### src/rtl/ohfmt_pkg.sv
package ohfmt_pkg;

  typedef enum logic [1:0] {
    CMD_IDLE    = 2'b00,
    CMD_POS     = 2'b01,
    CMD_NEG     = 2'b10,
    CMD_IDLE_B  = 2'b11
  } stuffCmd_e;

  localparam int SLOT_IDX_W = 8;

  // Strobes from the control decode to the datapath
  typedef struct packed {
    logic                  frameStart;
    logic                  cmdSlot;
    logic                  idSlot;
    logic                  leadPhase;
    logic [SLOT_IDX_W-1:0] idBit;
  } slotStrobe_t;

endpackage

### src/rtl/ohfmt_ctrl.sv
module ohfmt_ctrl
  import ohfmt_pkg::*;
#(
  parameter int WORD_W    = 6,
  parameter int BIT_W     = 3,
  parameter int PORT_W    = 5,
  parameter int CMD_FIRST = 1,
  parameter int CMD_WORDS = 23
) (
  input  logic [WORD_W-1:0] wordIdx,
  input  logic [BIT_W-1:0]  bitIdx,
  output slotStrobe_t       strobe
);

  localparam int CMD_LAST = CMD_FIRST + CMD_WORDS - 1;
  localparam int ID_FIRST = CMD_LAST + 1;
  localparam int ID_LAST  = ID_FIRST + PORT_W - 1;

  localparam logic [WORD_W-1:0] CMD_FIRST_W = WORD_W'(CMD_FIRST);
  localparam logic [WORD_W-1:0] CMD_LAST_W  = WORD_W'(CMD_LAST);
  localparam logic [WORD_W-1:0] ID_FIRST_W  = WORD_W'(ID_FIRST);
  localparam logic [WORD_W-1:0] ID_LAST_W   = WORD_W'(ID_LAST);

  logic              bitZero;
  logic [WORD_W-1:0] cmdOff;
  logic [WORD_W-1:0] idOff;

  always_comb begin
    bitZero = (bitIdx == '0);
    cmdOff  = wordIdx - CMD_FIRST_W;
    idOff   = ID_LAST_W - wordIdx;

    strobe.frameStart = bitZero && (wordIdx == '0);
    strobe.cmdSlot    = bitZero && (wordIdx >= CMD_FIRST_W) && (wordIdx <= CMD_LAST_W);
    strobe.idSlot     = bitZero && (wordIdx >= ID_FIRST_W) && (wordIdx <= ID_LAST_W);
    strobe.leadPhase  = ~cmdOff[0];
    strobe.idBit      = SLOT_IDX_W'(idOff);
  end

endmodule

### src/rtl/ohfmt_datapath.sv
module ohfmt_datapath
  import ohfmt_pkg::*;
#(
  parameter int PORT_W = 5
) (
  input  logic              clk,
  input  logic              rst_n,
  input  slotStrobe_t       strobe,
  input  logic [PORT_W-1:0] portSel,
  input  logic [1:0]        cmdSel,
  output logic [PORT_W-1:0] heldPort,
  output stuffCmd_e         heldCmd,
  output logic              ohBit
);

  logic cmdBit;
  logic idVal;

  always_ff @(posedge clk or negedge rst_n) begin
    if (!rst_n) begin
      heldPort <= '0;
      heldCmd  <= CMD_IDLE;
    end else if (strobe.frameStart) begin
      heldPort <= portSel;
      heldCmd  <= stuffCmd_e'(cmdSel);
    end
  end

  always_comb begin
    case (heldCmd)
      CMD_POS: cmdBit = 1'b1;
      CMD_NEG: cmdBit = 1'b0;
      default: cmdBit = strobe.leadPhase;
    endcase
  end

  always_comb begin
    idVal = 1'b0;
    for (int i = 0; i < PORT_W; i++) begin
      if (strobe.idBit == SLOT_IDX_W'(i)) idVal = heldPort[i];
    end
  end

  assign ohBit = (strobe.cmdSlot & cmdBit) | (strobe.idSlot & idVal);

endmodule

### src/rtl/overhead_formatter.sv
module overhead_formatter
  import ohfmt_pkg::*;
#(
  parameter int WORD_W    = 6,
  parameter int BIT_W     = 3,
  parameter int PORT_W    = 5,
  parameter int CMD_FIRST = 1,
  parameter int CMD_WORDS = 23
) (
  input  logic              clk,
  input  logic              rst_n,
  input  logic [WORD_W-1:0] wordIdx,
  input  logic [BIT_W-1:0]  bitIdx,
  input  logic [PORT_W-1:0] portSel,
  input  logic [1:0]        cmdSel,
  output logic              ohBit
);

  slotStrobe_t       strobe;
  logic [PORT_W-1:0] heldPort;
  stuffCmd_e         heldCmd;

  ohfmt_ctrl #(
    .WORD_W(WORD_W), .BIT_W(BIT_W), .PORT_W(PORT_W),
    .CMD_FIRST(CMD_FIRST), .CMD_WORDS(CMD_WORDS)
  ) u_ctrl (
    .wordIdx(wordIdx),
    .bitIdx (bitIdx),
    .strobe (strobe)
  );

  ohfmt_datapath #(.PORT_W(PORT_W)) u_dp (
    .clk     (clk),
    .rst_n   (rst_n),
    .strobe  (strobe),
    .portSel (portSel),
    .cmdSel  (cmdSel),
    .heldPort(heldPort),
    .heldCmd (heldCmd),
    .ohBit   (ohBit)
  );

endmodule

### config.mk
export PLATFORM = sky130hd
export DESIGN_NAME = overhead_formatter
export DESIGN_NICKNAME = d
export VERILOG_FILES = /design/src/rtl/ohfmt_pkg.sv /design/src/rtl/ohfmt_ctrl.sv /design/src/rtl/ohfmt_datapath.sv /design/src/rtl/overhead_formatter.sv
export SDC_FILE = /design/constraint.sdc
export NUM_CORES = 1
export LEC_CHECK = 0
export BUFFER_PORTS_ARGS = -buffer_cell sky130_fd_sc_hd__buf_4
export CAP_MARGIN = 20
export CORE_AREA = 2 2 39 41
export CTS_BUF_LIST = sky130_fd_sc_hd__clkbuf_4
export DETAILED_ROUTE_END_ITERATION = 10
export DIE_AREA = 0 0 41 43
export MAX_ROUTING_LAYER = met4
export PLACE_DENSITY_LB_ADDON = 0.15
export RECOVER_POWER = 50
export SLEW_MARGIN = 10
export SYNTH_ARGS = -nofsm -noshare
export SYNTH_HDL_FRONTEND = slang
export SYNTH_SLANG_ARGS = --single-unit
### constraint.sdc
create_clock -name clk -period 1.6 [get_ports clk]
set_clock_uncertainty 0.2 [all_clocks]
set_input_delay 0.24 -clock clk [delete_from_list [all_inputs] [get_ports clk]]
set_output_delay 0.24 -clock clk [all_outputs]
set_load 0.02 [all_outputs]
==> impl_metrics.json <==
{
  "final_core_util": 0.500,
  "worstSetupPathType": "reg -> out",
  "cp-end-kind": "primary output",
  "finalSetupViolations": 1,
  "syn_area_per_cell_um2": 13.1,
  "cts_buffer_depth": 2,
  "clk_latency_ns": 0.24,
  "row_count": 14,
  "n_antenna_cell": 0,
  "critPathSlowestCell": "dfrtp_1",
  "period_share": 1.23,
  "crit_chain": "ha_1 > mux2_4 > o211ai_1 > o2bb2ai_2 > buf_6",
  "ir_drop_mv": 0.310,
  "grt.overflow.total": 0,
  "setup_slack_ns": -0.367,
  "crit_fanout": 2,
  "worst_ep_required_time_ns": 1.16,
  "slowest_delay_ns": 0.38,
  "cts_tree": "done",
  "final_common_cell": "buf_4",
  "startpoint_type": "flop",
  "cts.sinks": 7,
  "drt_iter0_drc": 2,
  "syn_nets": 51,
  "tightestPinTransition_ns": 0.370,
  "ys_seq_elements": 7,
  "max_slew_margin": 0.754,
  "ios": 19,
  "final_cell_mix": "buf_4 (20), mux2_4 (8), dfrtp_1 (7), clkbuf_4 (4), buf_6 (4)",
  "hold_viol_final": 0,
  "path_clk_slew_ns": 0.05,
  "syn_inst": 32,
  "routed-via-count": 379,
  "hold_slack_ns": 0.0242,
  "track_usage": 0.150,
  "met1_length_um": 409,
  "drive_gt1_frac": 0.656,
  "wl_met2_um": 581,
  "crit_arrival_ns": 1.53,
  "dieArea_mm2": 0.00176,
  "outcome": "finished with violations",
  "route.met3.wl_um": 43,
  "core_area_mm2": 0.00138,
  "yosysTopAreaCellShare": 0.419,
  "num-nets-final": 81,
  "dieWidth_um": 41,
  "fmax_mhz": 508,
  "drv_cap": 0,
  "drt-pass1-iter-count": 2,
  "port_buffers": 18,
  "powerDensity_mw_per_mm2": 656,
  "period_minus_slack_ns": 1.97,
  "top_layer_used": "met4",
  "drc": 0,
  "cts_inserted_buffers": 3,
  "hold_path_class": "in -> reg",
  "ant_nets": 0,
  "antenna_found_initial": 0,
  "gp_congestion": 0.706,
  "area_growth_pct": 65.6,
  "die_y_um": 43,
  "viasPerCell": 4.92,
  "violations": "setup timing",
  "post-place-ws_ns": -0.368,
  "synth_largest_area_cell": "dfrtp_1",
  "initial_utilization": 0.302,
  "cts-root-buf": "clkbuf_4",
  "synth_area_leaders": "dfrtp_1 (42%), mux2_4 (25%), or3_1 (6.0%), ha_1 (3.0%), buf_6 (2.7%)",
  "ys_warn_count": 0,
  "htree_levels": 1,
  "first_global_vias": 435,
  "post_synth_num_cell_types": 17,
  "wl_per_cell_um": 13.5,
  "report.final.slew_viol_count": 0,
  "syn_area_um2": 418,
  "grt_max_degree": 8,
  "synth-seq-area-share": 0.419,
  "place_hpwl_um": 809,
  "p_leak_nw": 0.356,
  "routed_wl_mm": 1.04,
  "rsz0062_at_grt": "yes",
  "grt_pass1_wl_mm": 1.70
}
==> synthesized netlist by cell type <==
library cell  count
buf_6             1
nor4_1            1
nand2b_1          1
a2111oi_0         1
mux2_4            7
inv_1             1
or3_1             4
dfrtp_1           7
mux2i_1           1
o2bb2ai_1         1
ha_1              1
nand2_1           1
or4_1             1
o21bai_1          1
o211ai_1          1
mux2_2            1
a22oi_1           1
==> what timing repair did <==
item,CTS,global route
pin swaps,3,3
endpoints found under the setup margin,8,8
endpoints found under the hold margin,7,0
buffers inserted,1,1
hold buffers,1,0
resized for setup,8,1
==> power by group <==
group / switching [mW] / internal, mW / leakage (nW) / total [mW]
registers: 0.00513 / 0.186 / 0.0965 / 0.191
logic: 0.0298 / 0.0641 / 0.241 / 0.0938
clock network: 0.0576 / 0.112 / 0.0184 / 0.169
==> worst paths after layout <==
path,startpoint,end,slack [ns],cells after the start
setup / recovery,u_dp.heldCmd[0],ohBit,-0.37,5
setup reg to reg,u_dp.heldCmd[1],u_dp.heldCmd[1],0.42,3
min in group asynchronous,rst_n,u_dp.heldPort[2],0.22,2
hold reg to reg,u_dp.heldPort[2],u_dp.heldPort[2],0.32,1
hold / removal,portSel[2],u_dp.heldPort[2],0.02,2
max in group asynchronous,rst_n,u_dp.heldPort[0],0.71,2
==> cell type report <==
cell class                 count  area [um^2]
clock buffer                   4         30.0
fill                         127          692
multi-input combinational     23          254
timing repair buffer          26          209
sequential                     7          175
tap                           16         20.0
inverter                       1         3.75
==> through the flow <==
step	std cells	cell area, um^2	TNS, ns	power [mW]
finish	77	692	-0.367	0.454
global route	77	692	-0.437	0.479
CTS	77	699	-0.524	0.462
detailed placement	71	619	-2.72	0.277
global placement	71	619	-2.25	0.273
floorplan	32	430	-0.993	0.223
==> sequential cells by signal (all words and copies together), names as in the netlist <==
signal	cells
u_dp.heldCmd	2
u_dp.heldPort	5
==> cells by family after synthesis <==
kind of cell,synth area share
compound gates,0.0958
fa+ha+maj,0.0299
buf+inv,0.0359
flops,0.419
mux,0.302
simple gates,0.117
==> critical path, delay by kind of cell (launching register included) <==
kind,cells,cell delay (ns)
buffers and inverters,1,0.13
DFF,1,0.38
AOI/OAI and AO/OA,2,0.18
adders and majority gates,1,0.31
muxes,1,0.30
==> layer usage <==
layer,vias up,track usage
met1,184,0.146
met3,2,0.0524
li1,184,-
met5,-,-
met4,0,0.0733
met2,9,0.247
No activity file was read; power rests on OpenSTA's default activity.
